$ cat src/rtl/ftx_pkg.sv
package ftx_pkg;

    typedef enum logic [2:0] {
        ST_IDLE,
        ST_RDY,
        ST_SOF,
        ST_DATA,
        ST_EOF,
        ST_WTRM
    } ftx_state_e;

    typedef enum logic [2:0] {
        SEL_SYNC,
        SEL_XRDY,
        SEL_SOF,
        SEL_PAY,
        SEL_HOLDA,
        SEL_EOF,
        SEL_WTRM
    } ftx_sel_e;

    // Flags decoded from the received dword
    typedef struct packed {
        logic grant;
        logic pause;
        logic good;
        logic bad;
    } ftx_rx_t;

    localparam logic [31:0] DEF_SYNC  = 32'hB5B5957C;
    localparam logic [31:0] DEF_XRDY  = 32'h5757B57C;
    localparam logic [31:0] DEF_RRDY  = 32'h4A4A957C;
    localparam logic [31:0] DEF_SOF   = 32'h3737B57C;
    localparam logic [31:0] DEF_EOF   = 32'hD5D5B57C;
    localparam logic [31:0] DEF_HOLD  = 32'hD5D5AA7C;
    localparam logic [31:0] DEF_HOLDA = 32'h9595AA7C;
    localparam logic [31:0] DEF_WTRM  = 32'h5858B57C;
    localparam logic [31:0] DEF_ROK   = 32'h3535B57C;
    localparam logic [31:0] DEF_RERR  = 32'h5656B57C;

    localparam logic [3:0] ISK_PRIM = 4'b0001;
    localparam logic [3:0] ISK_DATA = 4'b0000;

    // Output selection for a state; the data phase depends on the pause flag
    function automatic ftx_sel_e sel_of(input ftx_state_e st, input logic pause);
        case (st)
            ST_RDY:  sel_of = SEL_XRDY;
            ST_SOF:  sel_of = SEL_SOF;
            ST_DATA: sel_of = pause ? SEL_HOLDA : SEL_PAY;
            ST_EOF:  sel_of = SEL_EOF;
            ST_WTRM: sel_of = SEL_WTRM;
            default: sel_of = SEL_SYNC;
        endcase
    endfunction

endpackage

$ cat src/rtl/ftx_rx_decode.sv
module ftx_rx_decode
    import ftx_pkg::*;
#(
    parameter logic [31:0] P_RRDY = DEF_RRDY,
    parameter logic [31:0] P_HOLD = DEF_HOLD,
    parameter logic [31:0] P_ROK  = DEF_ROK,
    parameter logic [31:0] P_RERR = DEF_RERR
) (
    input  logic [31:0] rx_dword,
    output ftx_rx_t     flags
);
    always_comb begin
        flags.grant = (rx_dword == P_RRDY);
        flags.pause = (rx_dword == P_HOLD);
        flags.good  = (rx_dword == P_ROK);
        flags.bad   = (rx_dword == P_RERR);
    end
endmodule

$ cat src/rtl/ftx_fsm.sv
module ftx_fsm
    import ftx_pkg::*;
#(
    parameter int LEN_W = 8
) (
    input  logic             clk,
    input  logic             rst,
    input  logic             frm_req,
    input  logic [LEN_W-1:0] frm_len,
    input  ftx_rx_t          flags,
    output ftx_sel_e         sel,
    output logic             pay_pop,
    output logic             done,
    output logic             err
);
    ftx_state_e       state_q, state_d;
    logic [LEN_W-1:0] len_q, cnt_q, cnt_nx;
    logic             accept, finish, last_beat;

    assign sel       = sel_of(state_q, flags.pause);
    assign pay_pop   = (state_q == ST_DATA) && !flags.pause;
    assign cnt_nx    = cnt_q + 1'b1;
    assign last_beat = pay_pop && (cnt_nx == len_q);
    assign accept    = (state_q == ST_IDLE) && frm_req;
    assign finish    = (state_q == ST_WTRM) && (flags.good || flags.bad);

    always_comb begin
        state_d = state_q;
        case (state_q)
            ST_IDLE: if (frm_req)     state_d = ST_RDY;
            ST_RDY:  if (flags.grant) state_d = ST_SOF;
            ST_SOF:  state_d = (len_q == '0) ? ST_EOF : ST_DATA;
            ST_DATA: if (last_beat)   state_d = ST_EOF;
            ST_EOF:  state_d = ST_WTRM;
            ST_WTRM: if (finish)      state_d = ST_IDLE;
            default: state_d = ST_IDLE;
        endcase
    end

    always_ff @(posedge clk) begin
        if (rst) begin
            state_q <= ST_IDLE;
            len_q   <= '0;
            cnt_q   <= '0;
            done    <= 1'b0;
            err     <= 1'b0;
        end else begin
            state_q <= state_d;
            done    <= finish;
            if (accept) begin
                len_q <= frm_len;
                cnt_q <= '0;
                err   <= 1'b0;
            end else if (pay_pop) begin
                cnt_q <= cnt_nx;
            end
            if (finish) err <= flags.bad;
        end
    end
endmodule

$ cat src/rtl/ftx_word_mux.sv
module ftx_word_mux
    import ftx_pkg::*;
#(
    parameter logic [31:0] P_SYNC  = DEF_SYNC,
    parameter logic [31:0] P_XRDY  = DEF_XRDY,
    parameter logic [31:0] P_SOF   = DEF_SOF,
    parameter logic [31:0] P_EOF   = DEF_EOF,
    parameter logic [31:0] P_HOLDA = DEF_HOLDA,
    parameter logic [31:0] P_WTRM  = DEF_WTRM
) (
    input  ftx_sel_e    sel,
    input  logic [31:0] pay_dword,
    output logic [31:0] tx_dword,
    output logic [3:0]  tx_isk
);
    always_comb begin
        tx_isk = ISK_PRIM;
        case (sel)
            SEL_XRDY:  tx_dword = P_XRDY;
            SEL_SOF:   tx_dword = P_SOF;
            SEL_HOLDA: tx_dword = P_HOLDA;
            SEL_EOF:   tx_dword = P_EOF;
            SEL_WTRM:  tx_dword = P_WTRM;
            SEL_PAY: begin
                tx_dword = pay_dword;
                tx_isk   = ISK_DATA;
            end
            default:   tx_dword = P_SYNC;
        endcase
    end
endmodule

$ cat src/rtl/link_frame_tx.sv
module link_frame_tx
    import ftx_pkg::*;
#(
    parameter int          LEN_W   = 8,
    parameter logic [31:0] P_SYNC  = DEF_SYNC,
    parameter logic [31:0] P_XRDY  = DEF_XRDY,
    parameter logic [31:0] P_RRDY  = DEF_RRDY,
    parameter logic [31:0] P_SOF   = DEF_SOF,
    parameter logic [31:0] P_EOF   = DEF_EOF,
    parameter logic [31:0] P_HOLD  = DEF_HOLD,
    parameter logic [31:0] P_HOLDA = DEF_HOLDA,
    parameter logic [31:0] P_WTRM  = DEF_WTRM,
    parameter logic [31:0] P_ROK   = DEF_ROK,
    parameter logic [31:0] P_RERR  = DEF_RERR
) (
    input  logic             clk,
    input  logic             rst,
    input  logic             frm_req,
    input  logic [LEN_W-1:0] frm_len,
    input  logic [31:0]      pay_dword,
    output logic             pay_pop,
    input  logic [31:0]      rx_dword,
    output logic [31:0]      tx_dword,
    output logic [3:0]       tx_isk,
    output logic             done,
    output logic             err
);
    ftx_rx_t  flags;
    ftx_sel_e sel;

    ftx_rx_decode #(
        .P_RRDY(P_RRDY), .P_HOLD(P_HOLD), .P_ROK(P_ROK), .P_RERR(P_RERR)
    ) u_dec (
        .rx_dword(rx_dword),
        .flags   (flags)
    );

    ftx_fsm #(.LEN_W(LEN_W)) u_fsm (
        .clk    (clk),
        .rst    (rst),
        .frm_req(frm_req),
        .frm_len(frm_len),
        .flags  (flags),
        .sel    (sel),
        .pay_pop(pay_pop),
        .done   (done),
        .err    (err)
    );

    ftx_word_mux #(
        .P_SYNC(P_SYNC), .P_XRDY(P_XRDY), .P_SOF(P_SOF),
        .P_EOF(P_EOF), .P_HOLDA(P_HOLDA), .P_WTRM(P_WTRM)
    ) u_mux (
        .sel      (sel),
        .pay_dword(pay_dword),
        .tx_dword (tx_dword),
        .tx_isk   (tx_isk)
    );
endmodule

$ cat config.mk
export PLATFORM = sky130hd
export DESIGN_NAME = link_frame_tx
export DESIGN_NICKNAME = d
export VERILOG_FILES = /design/src/rtl/ftx_pkg.sv /design/src/rtl/ftx_rx_decode.sv /design/src/rtl/ftx_fsm.sv /design/src/rtl/ftx_word_mux.sv /design/src/rtl/link_frame_tx.sv
export SDC_FILE = /design/constraint.sdc
export NUM_CORES = 1
export LEC_CHECK = 0
export ABC_AREA = 0
export BUFFER_PORTS_ARGS = -buffer_cell sky130_fd_sc_hd__buf_4
export CAP_MARGIN = 10
export CORE_AREA = 2 2 65 67
export CTS_CLUSTER_DIAMETER = 100
export DETAILED_ROUTE_END_ITERATION = 16
export DIE_AREA = 0 0 67 69
export PLACE_DENSITY = 0.85
export SLEW_MARGIN = 10
export SYNTH_ARGS = -nofsm -noshare
export SYNTH_HDL_FRONTEND = slang
export SYNTH_SLANG_ARGS = --single-unit
$ cat constraint.sdc
create_clock -name clk -period 5.4 [get_ports clk]
set_input_delay 0.54 -clock clk [delete_from_list [all_inputs] [get_ports clk]]
set_output_delay 0.54 -clock clk [all_outputs]
set_load 0.02 [all_outputs]
==> impl_metrics.tcl, run 1 <==
set metrics [dict create \
    clockBufferDepth 2 \
    pwr-share-clk 0.276 \
    cts_made_buffers 3 \
    yosysWarnings 0 \
    setup_ws_ns 2.56 \
    synth-edff-count 0 \
    path_max_fanout 16 \
    worstHoldPathType "flop to flop" \
    die-area_um2 4620 \
    post-dp-hpwl_um 4110 \
    grt_pass1_wl_um 8310 \
    holdBufCountCts 0 \
    hold_path_depth 2 \
    rsz0062_at_grt "no" \
    overflow 0 \
    critPathLaunch "rx_dword[27]" \
    placedCellCount 389 \
    diodes 0 \
    io_buffers 110 \
    wl_per_cell_um 12.9 \
    place_congestion 0.875 \
    vias 2160 \
    seqPwrFrac 0.462 \
    yosysUniqueCellTypes 55 \
    regToRegSetupSlack_ns 3.37 \
    timing.final.crit_share 0.526 \
    nets 420 \
    power_uw 358 \
    worst-slew-pin-transition_ns 0.644 \
    drive_gt1_frac 0.370 \
    drt_iter0_drc 99 \
    maxSlewHeadroom 0.570 \
    drt_pass1_iterations 4 \
    cp.arrival_ns 2.30 \
    hold_viol 0 \
    worstHoldStart "u_fsm.len_q[5]" \
    worst_hold_path.endpoint "u_fsm.len_q[5]" \
    p_sw_frac 0.253 \
    finalMaxSlewViolations 0 \
    die_w_um 67 \
    finalWirelength_um 5060 \
    vdd_ir_drop_max_v 0.000135 \
    final_cell_mix "buf_4 (111), nand2_1 (31), nor2_1 (27), a21oi_1 (24), dfxtp_1 (21)" \
    route.detailed.drc 0 \
    setup-tns-final_ns 0 \
    grtUsageTotal 0.217 \
    crit_top_cell "buf_4" \
    post_cts_buffers 0 \
    skew_ns 0.00105 \
    antenna_found_initial 0 \
    syn_area_um2 1770 \
    clk_root_buffer_cell "clkbuf_8" \
    critPathKind "input port to primary output" \
    avgViaCountPerCell 5.50 \
    cts_sinks 21 \
    worstRegToRegCells 5 \
    startpoint_type "input port" \
    cts_tree "done" \
    areaGrowthSynthToFinish_pct 47.2 \
    max_freq_mhz 352 \
    worstReg2RegStart "u_fsm.state_q[0]" \
    layoutNonFillerInstCount 393 \
    syn_area_per_cell_um2 7.18 \
    required_ns 4.86 \
    row_count 23 \
    first_global_vias 1983 \
    clock_latency_ns 0.25 \
    ant_nets 0 \
    grt_max_degree 21 \
    slowest_stage "or3_1" \
    drv_cap 0 \
    synthCells 246 \
    p_int_uw 267 \
    p_comb_frac 0.262 \
    slowest_delay_ns 0.63 \
    p_leak_uw 0.00113 \
    p_per_area_nw_per_um2 138 \
    setup_viol 0 \
    period_needed_ns 2.84 \
    post-place-ws_ns 2.56 \
    ys_seq_area_frac 0.238 \
    start_util 0.451 \
    yosys_most_used_dff "dfxtp_1" \
    num_io_pins 114 \
    synthArstFlopShare 0 \
    cts_htree_levels 1 \
    cts-resized-gates 0 \
    end_kind "primary output" \
    coreArea_um2 3910 \
    die_y_um 69 \
    outcome "complete, no violations" \
    layout_commonest_cell "buf_4" \
    reg2reg_to "u_fsm.cnt_q[5]" \
    synth_seq_cells 21 \
    nFillCells 357 \
    clk_pin_slew_worst_paths_ns 0.07 \
    p_sw_uw 90.7 \
    cp_cell_sequence "buf_4, and4bb_1, nand4_1, or3_1, a31oi_1, nor2_1, a21oi_1, buf_4" \
]
## flip-flops by register name, indices dropped and copies added, names as in the netlist
| name | flops |
|---|---|
| u_fsm.cnt_q | 8 |
| u_fsm.len_q | 8 |
| u_fsm.state_q | 3 |
| u_fsm.done | 1 |
| u_fsm.err | 1 |
## metal layers
| layer | global-route usage | vias to the layer above | wire [um] | share of wire |
|---|---|---|---|---|
| met3 | 0.0522 | 4 | 494 | 0.098 |
| met1 | 0.257 | 981 | 2030 | 0.40 |
| met2 | 0.391 | 105 | 2500 | 0.49 |
| met4 | 0.0408 | 0 | 28 | 0.0055 |
| li1 | - | 1070 | - | - |
| met5 | 0 | - | 0 | 0 |
## worst max-delay path by stage
stage,end,slack [ns]
global placement,tx_dword[13],2.59
finish,tx_dword[13],2.56
global route,tx_dword[24],2.39
CTS,tx_dword[13],2.56
detailed placement,tx_dword[13],2.56
floorplan,tx_dword[16],2.80
## per-stage QoR
step | hold slack (ns) | cell area, um2 | utilization
after floorplan | 0.455 | 1770 | -
after global placement | 0.471 | 2560 | 0.653
after detailed placement | 0.477 | 2560 | 0.653
after CTS | 0.487 | 2600 | 0.665
after global routing | 0.511 | 2600 | 0.665
final | 0.486 | 2600 | 0.665
## cell families after synthesis
family | synth area share
flip-flops | 0.238
multiplexers | 0.00567
buffers and inverters | 0.0779
AO/OA/AOI/OAI | 0.183
other | 0.00212
adder cells (fa/ha/maj) | 0.00708
XOR/XNOR | 0.0836
AND/OR/NAND/NOR | 0.402
## power by group through the flow
stage                     clock network, uW  logic, uW  registers (uW)
final                                  98.8       93.5             165
after global routing                    106        103             166
after CTS                               100       94.2             165
after detailed placement                  0       94.0             169
after global placement                    0       92.4             169
after floorplan                           0       43.0             165
## critical path, delay by kind of cell
family                 cells  cell delay [ns]
AO/OA/AOI/OAI              2             0.37
AND/OR/NAND/NOR            4             1.12
buffers and inverters      2             0.27
## cell type report
cell class | count | area [um2] | share of cell area
timing repair buffer | 111 | 833 | 0.320
sequential | 21 | 420 | 0.162
inverter | 5 | 18.8 | 0.00722
tap | 50 | 62.6 | 0.0241
clock buffer | 4 | 45.0 | 0.0173
multi-input combinational | 202 | 1220 | 0.469
## Yosys cell counts, types with 4 or more instances
library cell	number	share of area
dfxtp_1	21	0.24
and3_1	6	0.021
nor2_1	27	0.057
buf_4	4	0.017
xnor2_1	10	0.050
nand4_1	5	0.018
buf_2	5	0.014
or3_1	9	0.032
nand2b_1	4	0.014
nand3_1	8	0.023
a21oi_1	24	0.068
xor2_1	5	0.025
nor3_1	11	0.031
clkbuf_1	8	0.017
inv_1	4	0.0085
o21ai_0	9	0.025
nand2_1	31	0.066
Power figures use the tool's default switching activity.
==> inputs of run 2 (changes only) <==
--- a/config.mk
+++ b/config.mk
@@ -5,14 +5,14 @@
 export SDC_FILE = /design/constraint.sdc
 export NUM_CORES = 1
 export LEC_CHECK = 0
-export ABC_AREA = 0
+export ABC_AREA = 1
 export BUFFER_PORTS_ARGS = -buffer_cell sky130_fd_sc_hd__buf_4
 export CAP_MARGIN = 10
-export CORE_AREA = 2 2 65 67
+export CORE_AREA = 2 2 69 71
 export CTS_CLUSTER_DIAMETER = 100
 export DETAILED_ROUTE_END_ITERATION = 16
-export DIE_AREA = 0 0 67 69
-export PLACE_DENSITY = 0.85
+export DIE_AREA = 0 0 71 73
+export PLACE_DENSITY = 0.79
 export SLEW_MARGIN = 10
 export SYNTH_ARGS = -nofsm -noshare
 export SYNTH_HDL_FRONTEND = slang
==> constraint.sdc (replaced) <==
create_clock -name clk -period 2.83 [get_ports clk]
set_input_delay 0.283 -clock clk [delete_from_list [all_inputs] [get_ports clk]]
set_output_delay 0.283 -clock clk [all_outputs]
set_load 0.02 [all_outputs]
==> run 2 against run 1 <==
  * Via count up 10%
  * Synthesized cell count up 37%
  * Design area grew 6.1%
  * Cell count rose by 26%
  * Total power rose to 5.0 times the previous value
  * First-iteration DRC count is 77% higher
==> impl_metrics.tcl, run 2 <==
set metrics [dict create \
    cts_htree_levels 1 \
    cts_sinks 21 \
    post_cts_buffers 0 \
    nets 518 \
    wl_per_cell_um 11.0 \
    grt_max_degree 31 \
    p_per_area_nw_per_um2 643 \
    synth-edff-count 0 \
    ant_nets 0 \
    max_freq_mhz 427 \
    yosysWarnings 0 \
    place_area_um2 2720 \
    setup_ws_ns 0.490 \
    synth_seq_cells 21 \
    cts-resized-gates 0 \
    post-place-ws_ns 0.752 \
    cts_made_buffers 3 \
    cp_cell_sequence "inv_1, nor2_4, nand2_2, inv_2, nand2_1, o2111ai_1, buf_4" \
    finalMaxSlewViolations 0 \
    rsz0062_at_grt "no" \
    clock_latency_ns 0.26 \
    syn_area_um2 1870 \
    finalWirelength_um 5460 \
    drv_cap 0 \
    io_buffers 110 \
    synthCells 336 \
    synth_area_leaders "dfxtp_1 (22%), nand2_1 (20%), inv_1 (8.6%)" \
    diodes 0 \
    yosysMostFrequentCell "nand2_1" \
    stdcell_area_um2 2760 \
    cp.arrival_ns 2.06 \
    setup_viol 0 \
    route.detailed.drc 0 \
    wl_met3_um 299 \
    syn_area_per_cell_um2 5.57 \
    path_max_fanout 30 \
    areaGrowthSynthToFinish_pct 47.4 \
    yosys-top-cells-count "nand2_1 (102), inv_1 (43), nor2_1 (41)" \
    wl_met1_um 2220 \
    wl_met2_um 2920 \
    period_needed_ns 2.34 \
    multi_input_area_um2 1200 \
    layout_commonest_cell "buf_4" \
    row_count 25 \
    timing.final.crit_share 0.827 \
    worstHoldPathType "input port to flop" \
    end_kind "primary output" \
    p_leak_uw 0.00136 \
    avgViaCountPerCell 4.80 \
    grt_pass1_wl_um 9290 \
    nFillCells 455 \
    drt_iter0_drc 175 \
    vdd_ir_drop_max_v 0.000246 \
    register_area_um2 420 \
    outcome "complete, no violations" \
    synth_top_area_frac 0.224 \
    die_y_um 73 \
    reg_top3 "u_fsm.cnt_q (8), u_fsm.len_q (8), u_fsm.state_q (3)" \
    drt_pass1_iterations 4 \
    top_layer "met4" \
    first_global_vias 2235 \
    slowest_delay_ns 0.56 \
    cts_tree "done" \
    coreArea_um2 4540 \
    overflow 0 \
    yosysTopAreaCell "dfxtp_1" \
    clk_pin_slew_worst_paths_ns 0.08 \
    required_ns 2.55 \
    grtUsageTotal 0.212 \
    place_congestion 0.881 \
    final_core_utilization 0.609 \
    critPathKind "flop to primary output" \
    clockBufferDepth 2 \
    skew_ns 0.000981 \
    final_cell_mix "buf_4 (112), nand2_1 (102), inv_1 (43), nor2_1 (41), nand3_1 (28)" \
    holdBufCountCts 0 \
    antenna_found_initial 0 \
    start_util 0.413 \
    yosysUniqueCellTypes 31 \
    clk_root_buffer_cell "clkbuf_8" \
    ys_seq_area_frac 0.224 \
    num_io_pins 114 \
    post-dp-hpwl_um 4460 \
    die_w_um 71 \
    vias 2375 \
    die-area_um2 5180 \
    drive_gt1_frac 0.320 \
    yosys_most_used_dff "dfxtp_1" \
    setup-tns-final_ns 0 \
    synthArstFlopShare 0 \
    slowest_stage "dfxtp_1" \
    hold_viol 0 \
    startpoint_type "flop" \
]
-- run 2: changes by cell type in the layout (fill, tap and decap cells not counted), sizes merged, moves of 6 or more --
cell	change
nand2	+75
inv	+44
nand3	+20
nor2	+18
a21oi	-13
xnor2	-11
or3	-9
a211oi	+7
or2	+7
and3	-6
-- run 2: cell type report --
cell class                 instances  share of cell area
sequential                        21               0.152
tap                               54              0.0245
clock buffer                       4              0.0163
multi-input combinational        255               0.436
timing repair buffer             112               0.305
inverter                          49              0.0666
-- run 2: kinds of logic after synthesis --
family          after synthesis  share of synthesized area
simple gates                213                      0.510
buf+inv                      62                      0.138
compound gates               38                      0.119
flops                        21                      0.224
fa+ha+maj                     1                    0.00668
other cells                   1                    0.00200
-- run 2: through the flow --
step / std cells / power [uW] / hold WS (ns)
5_1_grt: 495 / 1920 / 0.206
6_report: 495 / 1770 / 0.193
4_1_cts: 495 / 1780 / 0.194
2_1_floorplan: 338 / 1150 / 0.367
3_5_place_dp: 491 / 1580 / 0.474
3_3_place_gp: 491 / 1560 / 0.471
-- run 2: worst paths after layout --
| kind | cells after the start | end | from | slack [ns] |
|---|---|---|---|---|
| max | 7 | tx_dword[13] | u_fsm.state_q[1] | 0.49 |
| max reg2reg | 12 | u_fsm.state_q[2] | u_fsm.cnt_q[0] | 0.92 |
| min | 2 | u_fsm.done | rst | 0.19 |
| min reg2reg | 2 | u_fsm.err | u_fsm.err | 0.49 |
-- run 2: per-layer routing --
metal / vias up / track usage
li1: 1272 / -
met1: 1024 / 0.258
met2: 75 / 0.401
met3: 4 / 0.0235
met4: 0 / 0.0503
met5: - / 0
-- run 2: critical path, delay by kind of cell (launching register included) --
kind / cells / cell delay, ns
and+or+nand+nor: 3 / 0.40
buffers and inverters: 3 / 0.72
DFF: 1 / 0.56
AOI/OAI and AO/OA: 1 / 0.11
-- run 2: power by group --
group | switching (uW) | internal, uW
registers | 74.5 | 359
logic | 674 | 464
clock network | 102 | 100
total | 851 | 923
